File: config.mk
export PLATFORM = sky130hd
export DESIGN_NAME = wake_pkt_decoder
export DESIGN_NICKNAME = d
export VERILOG_FILES = /design/src/rtl/wpd_pkg.sv /design/src/rtl/wpd_pair_assembler.sv /design/src/rtl/wpd_field_checker.sv /design/src/rtl/wpd_wake_latch.sv /design/src/rtl/wake_pkt_decoder.sv
export SDC_FILE = /design/constraint.sdc
export NUM_CORES = 1
export LEC_CHECK = 0
export CAP_MARGIN = 10
export CORE_UTILIZATION = 30
export CTS_CLUSTER_DIAMETER = 100
export DETAILED_ROUTE_END_ITERATION = 7
export GPL_TIMING_DRIVEN = 1
export HOLD_SLACK_MARGIN = 0.12
export PLACE_DENSITY = 0.63
export SYNTH_ARGS = -nofsm -noshare
export SYNTH_HDL_FRONTEND = slang
export SYNTH_SLANG_ARGS = --single-unit
File: constraint.sdc
create_clock -name sym_clk -period 3.2 [get_ports sym_clk]
set_clock_uncertainty 0.05 [all_clocks]
set_input_delay 0.96 -clock sym_clk [delete_from_list [all_inputs] [get_ports sym_clk]]
set_output_delay 0.96 -clock sym_clk [all_outputs]
set_load 0.005 [all_outputs]
File: src/rtl/wpd_pkg.sv
// Package: shared types for the wakeup packet decoder.
// Assumes: nothing; it holds only the sequencer state encoding.
package wpd_pkg;

    // Sequencer state: listening for pairs, or halted until arm drops.
    typedef enum logic {
        SEQ_LISTEN = 1'b0,
        SEQ_HALT   = 1'b1
    } seq_state_t;

endpackage

File: src/rtl/wpd_pair_assembler.sv
// Module: wpd_pair_assembler
// Groups consecutive half-symbols into pairs and decodes each pair.
// Fires on the strobe that samples the second half, giving the data bit
// and whether the pair was illegal.
// Assumes: the first half-symbol after arm rises starts a pair, and
// halt or a low arm discards a partly received pair.
module wpd_pair_assembler (
    input  logic sym_clk,
    input  logic rst_n,
    input  logic arm,
    input  logic halt,
    input  logic half_in,
    output logic pair_fire,
    output logic pair_bit,
    output logic pair_bad
);

    logic phase_q;
    logic first_q;

    // Purpose: track which half of the pair is due and hold the first half.
    always_ff @(posedge sym_clk) begin
        if (!rst_n) begin
            phase_q <= 1'b0;
            first_q <= 1'b0;
        end else if (!arm || halt) begin
            phase_q <= 1'b0;
            first_q <= 1'b0;
        end else begin
            if (!phase_q) begin
                first_q <= half_in;
            end
            phase_q <= ~phase_q;
        end
    end

    // Purpose: decode the pair when its second half is on the line.
    always_comb begin
        pair_fire = arm & ~halt & phase_q;
        pair_bit  = ~first_q & half_in;
        pair_bad  = ~(first_q ^ half_in);
    end

endmodule

File: src/rtl/wpd_field_checker.sv
// Module: wpd_field_checker
// Counts decoded bits and checks the identifier bits against the reference
// values. Shifts in the channel field, signals acceptance on the last bit
// and pulses an error flag on the first bad pair or mismatch.
// Assumes: fields arrive MSB first in the order company, application,
// channel; arm low restarts the count.
module wpd_field_checker
    import wpd_pkg::*;
#(
    parameter int CO_W  = 8,
    parameter int APP_W = 26,
    parameter int CH_W  = 12
) (
    input  logic              sym_clk,
    input  logic              rst_n,
    input  logic              arm,
    input  logic              pair_fire,
    input  logic              pair_bit,
    input  logic              pair_bad,
    input  logic [CO_W-1:0]   co_ref,
    input  logic [APP_W-1:0]  app_ref,
    output logic              halt,
    output logic              err_pulse,
    output logic              accept,
    output logic [CH_W-1:0]   chan_word
);

    localparam int ID_W  = CO_W + APP_W;
    localparam int TOTAL = ID_W + CH_W;
    localparam int IDX_W = $clog2(TOTAL);

    seq_state_t        state_q;
    logic [IDX_W-1:0]  idx_q;
    logic [CH_W-1:0]   shift_q;
    logic              err_q;
    logic [ID_W-1:0]   id_ref;
    logic [ID_W-1:0]   ref_in_order;
    logic              in_id;
    logic              last_bit;
    logic              mismatch;
    logic              fail_now;

    assign id_ref = {co_ref, app_ref};

    // Reorder the references so that index 0 is the first bit received.
    for (genvar gi = 0; gi < ID_W; gi++) begin : g_ref_order
        assign ref_in_order[gi] = id_ref[ID_W-1-gi];
    end

    // Purpose: classify the current pair against field position and reference.
    always_comb begin
        in_id     = idx_q < IDX_W'(ID_W);
        last_bit  = idx_q == IDX_W'(TOTAL - 1);
        mismatch  = pair_fire & ~pair_bad & in_id
                    & (pair_bit != ref_in_order[idx_q]);
        fail_now  = pair_fire & (pair_bad | mismatch);
        accept    = pair_fire & ~pair_bad & last_bit;
        chan_word = {shift_q[CH_W-2:0], pair_bit};
    end

    // Purpose: advance the bit counter, shift the channel, register the error.
    always_ff @(posedge sym_clk) begin
        if (!rst_n) begin
            state_q <= SEQ_LISTEN;
            idx_q   <= '0;
            shift_q <= '0;
            err_q   <= 1'b0;
        end else begin
            err_q <= fail_now;
            if (!arm) begin
                state_q <= SEQ_LISTEN;
                idx_q   <= '0;
                shift_q <= '0;
            end else if (fail_now) begin
                state_q <= SEQ_HALT;
            end else if (pair_fire) begin
                if (!in_id) begin
                    shift_q <= chan_word;
                end
                if (last_bit) begin
                    state_q <= SEQ_HALT;
                end else begin
                    idx_q <= idx_q + 1'b1;
                end
            end
        end
    end

    assign halt      = (state_q == SEQ_HALT);
    assign err_pulse = err_q;

endmodule

File: src/rtl/wpd_wake_latch.sv
// Module: wpd_wake_latch
// Holds the wake request and the accepted channel until acknowledged.
// Assumes: acknowledge beats a same-cycle acceptance, and an acceptance
// while wake is already high is dropped so the channel stays stable.
module wpd_wake_latch #(
    parameter int CH_W = 12
) (
    input  logic             sym_clk,
    input  logic             rst_n,
    input  logic             accept,
    input  logic [CH_W-1:0]  chan_word,
    input  logic             wake_ack,
    output logic             wake,
    output logic [CH_W-1:0]  chan
);

    // Purpose: set wake and capture the channel on acceptance, clear on ack.
    always_ff @(posedge sym_clk) begin
        if (!rst_n) begin
            wake <= 1'b0;
            chan <= '0;
        end else if (wake_ack) begin
            wake <= 1'b0;
        end else if (accept && !wake) begin
            wake <= 1'b1;
            chan <= chan_word;
        end
    end

endmodule

File: src/rtl/wake_pkt_decoder.sv
// Module: wake_pkt_decoder (top)
// Decodes a Manchester wakeup packet clocked only by recovered strobes.
// It checks company and application codes and presents the channel with
// a held wake request.
// Assumes: one half-symbol per sym_clk rising edge while arm is high;
// the reference inputs are static during a packet.
module wake_pkt_decoder #(
    parameter int CO_W  = 8,
    parameter int APP_W = 26,
    parameter int CH_W  = 12
) (
    input  logic             sym_clk,
    input  logic             rst_n,
    input  logic             arm,
    input  logic             half_in,
    input  logic [CO_W-1:0]  company_ref,
    input  logic [APP_W-1:0] app_ref,
    input  logic             wake_ack,
    output logic             wake,
    output logic [CH_W-1:0]  chan,
    output logic             err_rst
);

    logic            pair_fire;
    logic            pair_bit;
    logic            pair_bad;
    logic            halt;
    logic            accept;
    logic [CH_W-1:0] chan_word;

    wpd_pair_assembler u_pair (
        .sym_clk   (sym_clk),
        .rst_n     (rst_n),
        .arm       (arm),
        .halt      (halt),
        .half_in   (half_in),
        .pair_fire (pair_fire),
        .pair_bit  (pair_bit),
        .pair_bad  (pair_bad)
    );

    wpd_field_checker #(
        .CO_W  (CO_W),
        .APP_W (APP_W),
        .CH_W  (CH_W)
    ) u_fields (
        .sym_clk   (sym_clk),
        .rst_n     (rst_n),
        .arm       (arm),
        .pair_fire (pair_fire),
        .pair_bit  (pair_bit),
        .pair_bad  (pair_bad),
        .co_ref    (company_ref),
        .app_ref   (app_ref),
        .halt      (halt),
        .err_pulse (err_rst),
        .accept    (accept),
        .chan_word (chan_word)
    );

    wpd_wake_latch #(
        .CH_W (CH_W)
    ) u_wake (
        .sym_clk   (sym_clk),
        .rst_n     (rst_n),
        .accept    (accept),
        .chan_word (chan_word),
        .wake_ack  (wake_ack),
        .wake      (wake),
        .chan      (chan)
    );

endmodule

======== Word-level counts from Yosys, hierarchy flattened ========
Index checks and enable logic that the tools add are counted.
word-level totals
  bits in registers ....................... 34
  word-level logic and storage cells ...... 50
  input bits .............................. 39
  output and inout port bits .............. 14
operators by class
  bitwise gates (word level) .............. 19
  reduce and logical (&&, ||, !) cells .... 13
  equal/unequal tests ..................... 2
  add/subtract/negate cells ............... 1
  order comparisons ....................... 2
  mux-type cells .......................... 5
operators by type and width
  operator                                                              count
  1-bit NOT                                                             9
  1-bit bitwise AND                                                     8
  6-bit by 7-bit < comparator with 1-bit output, second input constant  1
  6-bit by 1-bit adder with 6-bit output, second input constant         1
  1-bit binary-select mux with 6-bit select                             1
  6-bit equality test, second input constant                            1
  6-bit < comparator, second input constant                             1
  2-bit AND reduction                                                   3
  3-bit AND reduction                                                   2
  1-bit two-way mux                                                     4
  2-bit nonzero test                                                    2
  2-bit OR reduction                                                    2
  1-bit logical NOT                                                     2
  1-bit logical AND                                                     1
  1-bit logical OR                                                      1
  1-bit != test                                                         1
  1-bit bitwise OR                                                      1
  1-bit XOR                                                             1

======== Longest topological paths before layout ========
  depth after elaboration ................. 10
  gate-level depth with buffers ........... 11
  mapped depth without buffers ............ 9

======== Hierarchy ========
Synthesis repeated with hierarchy kept, for this count alone.
second synthesis, totals
  cell total of the unflattened synthesis .. 201
  area, all modules ....................... 1804.2 um^2
modules (own cells, without submodules)
  module              seq. area each (um^2)  instances  cells an instance  area an instance (um^2)
  wpd_field_checker   380.4                  1          136                1182.4
  wpd_wake_latch      260.2                  1          56                 530.5
  wpd_pair_assembler  40.0                   1          9                  91.3

======== Least setup slack after synthesis ========
OpenSTA, ideal clock, no wires.
  kind .................................... in2reg
  from .................................... in half_in
  to ...................................... reg u_fields.idx_q[5]
  data required time ...................... 3.079 ns
  cell stages on the path ................. 7
  slack ................................... 0.471 ns
  library setup time ...................... 0.071 ns
  arrival time ............................ 2.608 ns
  path buffers ............................ 0
  path through ............................ ha_1 -> nor2_1 -> and3_1 -> nand2_1 -> or3_1 -> or4_1 -> a21oi_1
on the way
  longest elaborated chain between the ends .. 8
  elaborated cells between the ends (all ways) .. 11
  those cells by class .................... eq/ne: 1; bitwise: 9; reduce/logical: 1
ends and longest elaborated chain
  item                                    line                      source
  start: declaration                      wake_pkt_decoder.sv:15    input logic half_in,
  1-bit XOR                               wpd_pair_assembler.sv:41  pair_bad = ~(first_q ^ half_in);
  1-bit bitwise AND (2 in a row)          wpd_field_checker.sv:54   mismatch = pair_fire & ~pair_bad & in_id
  1-bit bitwise AND                       wpd_field_checker.sv:55   & (pair_bit != ref_in_order[idx_q]);
  1-bit bitwise OR *                      wpd_field_checker.sv:56   fail_now = pair_fire & (pair_bad | mismatch);
  1-bit bitwise AND *                     wpd_field_checker.sv:56
  1-bit NOT (no source line) *            -
  3-bit AND reduction (no source line) *  -
  end signal: assignment                  wpd_field_checker.sv:83   idx_q <= idx_q + 1'b1;
  end: declaration                        wpd_field_checker.sv:33   logic [IDX_W-1:0] idx_q;
Mark *: on every way between the ends. The rest lies on a longest branch, timed or not.
A chain may end at the register's enable or synchronous reset.

======== Worst setup path after layout ========
Same ends and word-level chain as after synthesis.

==> results.json <==
{
  "grtUsageTotal_pct": 12.7,
  "ctsHoldBuffers": 0,
  "clock.fmax_mhz": 345,
  "drtPass1Iterations": 4,
  "syn_inst": 188,
  "drive_gt1_share_pct": 9.02,
  "synthArstFlopShare_pct": 0,
  "cts_tree": "done",
  "insertion_delay_ps": 280,
  "busiest_layer": "met2",
  "drc_errors": 0,
  "cts_setup_buffers": 0,
  "synth-seq-cells": 34,
  "yosysSeqAreaShare_pct": 38.0,
  "grt_pass1_vias": 1417,
  "status": "finished clean",
  "cp_max_fo": 2,
  "ys_types": 42,
  "cts_buffers": 5,
  "startpoint_type": "primary input",
  "hold_violations": 0,
  "via_count": 1520,
  "gp_congestion": 0.804,
  "setup_tns_ps": 0,
  "irDropWorstVdd_mv": 0.198,
  "num_rows": 27,
  "worst-endpoint-arrival_ps": 3070,
  "first_iter_violations": 43,
  "synth_fp_nets": 230,
  "grt_pass1_wl_um": 6310,
  "die_w_um": 79.2,
  "wl_per_cell_um": 12.3,
  "syn_area_sq_mm": 0.00179,
  "hp-class": "flop to flop",
  "p_leak_nw": 0.929,
  "crit_type": "primary input to flop",
  "use_met1_pct": 15.3,
  "report.final.slew_viol_count": 0,
  "cts_max_path_buffers": 2,
  "required_ps": 3370,
  "start_util_pct": 31.7,
  "die_h_um": 79.2,
  "postPlaceCellArea_sq_mm": 0.00241,
  "ios": 53,
  "grt_max_degree": 18,
  "cts_root_buffer": "clkbuf_8",
  "setup_viol_count_final": 0,
  "ctsHtreeMaxLevel": 2,
  "wl_um": 3890,
  "synth_edf_count": 0,
  "vias_per_cell": 4.81,
  "clk_pin_slew_ps": 70,
  "met2_usage_pct": 20.6,
  "area_delta_synth_final_pct": 39.0,
  "final.period_utilization_pct": 90.5,
  "grt_overflow": 0,
  "worst-slew-pin-transition_ps": 445,
  "floorplan.core_area_sq_mm": 0.00564,
  "avgSynthCellArea_sq_um": 9.52,
  "cts.sinks": 34,
  "dpl.hpwl_um": 2850,
  "fillers": 566,
  "antenna_left": 0,
  "drv_cap": 0,
  "yosys_warnings": 0,
  "rsz0062_at_grt": "no",
  "slew_headroom_pct": 70.3,
  "ctsResizeCount": 0,
  "die_area_sq_mm": 0.00628,
  "num-nets-final": 286,
  "portBuffers": 52,
  "end_kind": "flop",
  "num_antenna_cells": 0,
  "met3_usage_pct": 4.14,
  "design_area_sq_mm": 0.00249,
  "antenna_found_initial": 0,
  "powerDensity_mw_per_mm2": 328,
  "period_needed_ps": 2890,
  "synthFlopType": "dfxtp_1"
}
## kinds of logic (layout without fill, tap and decap cells)
kind of cell | Yosys count | after routing | synth area share (%)
xor gates and xnor gates | 1 | 1 | 0.490
adders and majority gates | 3 | 3 | 2.10
DFF | 34 | 34 | 38.0
muxes | 42 | 42 | 24.1
buffers and inverters | 14 | 70 | 4.96
AOI/OAI and AO/OA | 22 | 22 | 8.11
and+or+nand+nor | 72 | 72 | 22.2
## worst paths after layout
check	startpoint	to	slack [ps]	cells past startpoint
worst max-delay path	half_in	u_fields.idx_q[5]	310	8
worst min-delay path	u_fields.shift_q[10]	u_fields.shift_q[10]	460	2
worst max register to register	u_fields.idx_q[1]	u_fields.idx_q[5]	750	8
worst min register to register	u_fields.shift_q[10]	u_fields.shift_q[10]	460	2
## routing by layer
layer | part of all wire [%] | wire, um | up-vias
met1 | 48 | 1850 | 688
met5 | 0 | 0 | -
met2 | 43 | 1680 | 45
li1 | - | - | 781
met4 | 1.8 | 69 | 0
met3 | 7.6 | 295 | 6
## worst max-delay path: stages
cell	delay [ps]
clkdlybuf4s50_1	430
ha_1	320
nor2_1	120
and3_1	190
nand2_1	70
or3_1	360
or4_1	470
a21oi_1	140
## cell usage in the layout (no fill, tap or decap), types with 2 or more instances in the layout
master / instances
and3_1: 2
nand4_1: 2
mux2_4: 2
clkbuf_8: 5
or3_1: 3
a21oi_1: 6
nand3_1: 5
clkdlybuf4s50_1: 52
nor2b_1: 13
a22oi_1: 3
dfxtp_1: 34
clkinv_2: 2
a311oi_1: 2
nand2_1: 11
inv_1: 3
o21a_1: 2
mux2i_1: 40
buf_12: 2
nor2_1: 18
and2b_2: 2
nor3_1: 4
ha_1: 3
o21ai_0: 5
buf_4: 6
## final cells by class
| cell class | instances | area (sq um) | area share [%] |
|---|---|---|---|
| multi-input cells | 140 | 1020 | 41.0 |
| well taps | 72 | 90.1 | 3.62 |
| flip-flops and latches | 34 | 681 | 27.4 |
| clock buffers | 5 | 68.8 | 2.77 |
| inverters | 3 | 11.3 | 0.453 |
| clock inverters | 2 | 10.0 | 0.403 |
| repair buffers | 60 | 606 | 24.4 |
## synthesized netlist by cell type (2+ instances only)
library cell	instances	area share [%]
a21oi_1	6	1.7
nor2_1	18	3.8
o21a_1	2	0.84
and3_1	2	0.70
nand3_1	5	1.4
or3_1	3	1.0
nor3_1	4	1.1
mux2i_1	40	22
a311oi_1	2	0.98
clkbuf_1	3	0.63
nand2_1	11	2.3
a22oi_1	3	1.3
ha_1	3	2.1
dfxtp_1	34	38
o21ai_0	5	1.4
and2b_2	2	0.98
nor2b_1	13	4.5
inv_1	3	0.63
mux2_4	2	1.7
nand4_1	2	0.70
buf_2	2	0.56
buf_6	3	1.9
## report_power, final
part / leakage (nW) / switching [mW] / internal [mW]
logic: 0.611 / 0.0303 / 0.0615
clock network: 0.0438 / 0.151 / 0.146
registers: 0.274 / 0.00247 / 0.425
total: 0.929 / 0.184 / 0.633
## registers in the layout, indices dropped and copies added, names as in the netlist
name and flops:
u_fields.halt 1, u_wake.chan 12, u_fields.idx_q 6, u_pair.first_q 1, u_fields.err_pulse 1, u_pair.phase_q 1
u_fields.shift_q 11, u_wake.wake 1
## stage by stage
step	util (%)	cells	power, mW	setup WS [ps]	hold WS, ps
6_report	44.1	316	0.816	305	463
5_1_grt	44.1	316	0.844	193	486
4_1_cts	44.1	316	0.826	315	459
3_5_place_dp	42.7	309	0.529	19.6	443
3_3_place_gp	42.7	309	0.529	44.1	435
2_1_floorplan	-	188	0.473	471	410
No activity file was read; power rests on OpenSTA's default activity.
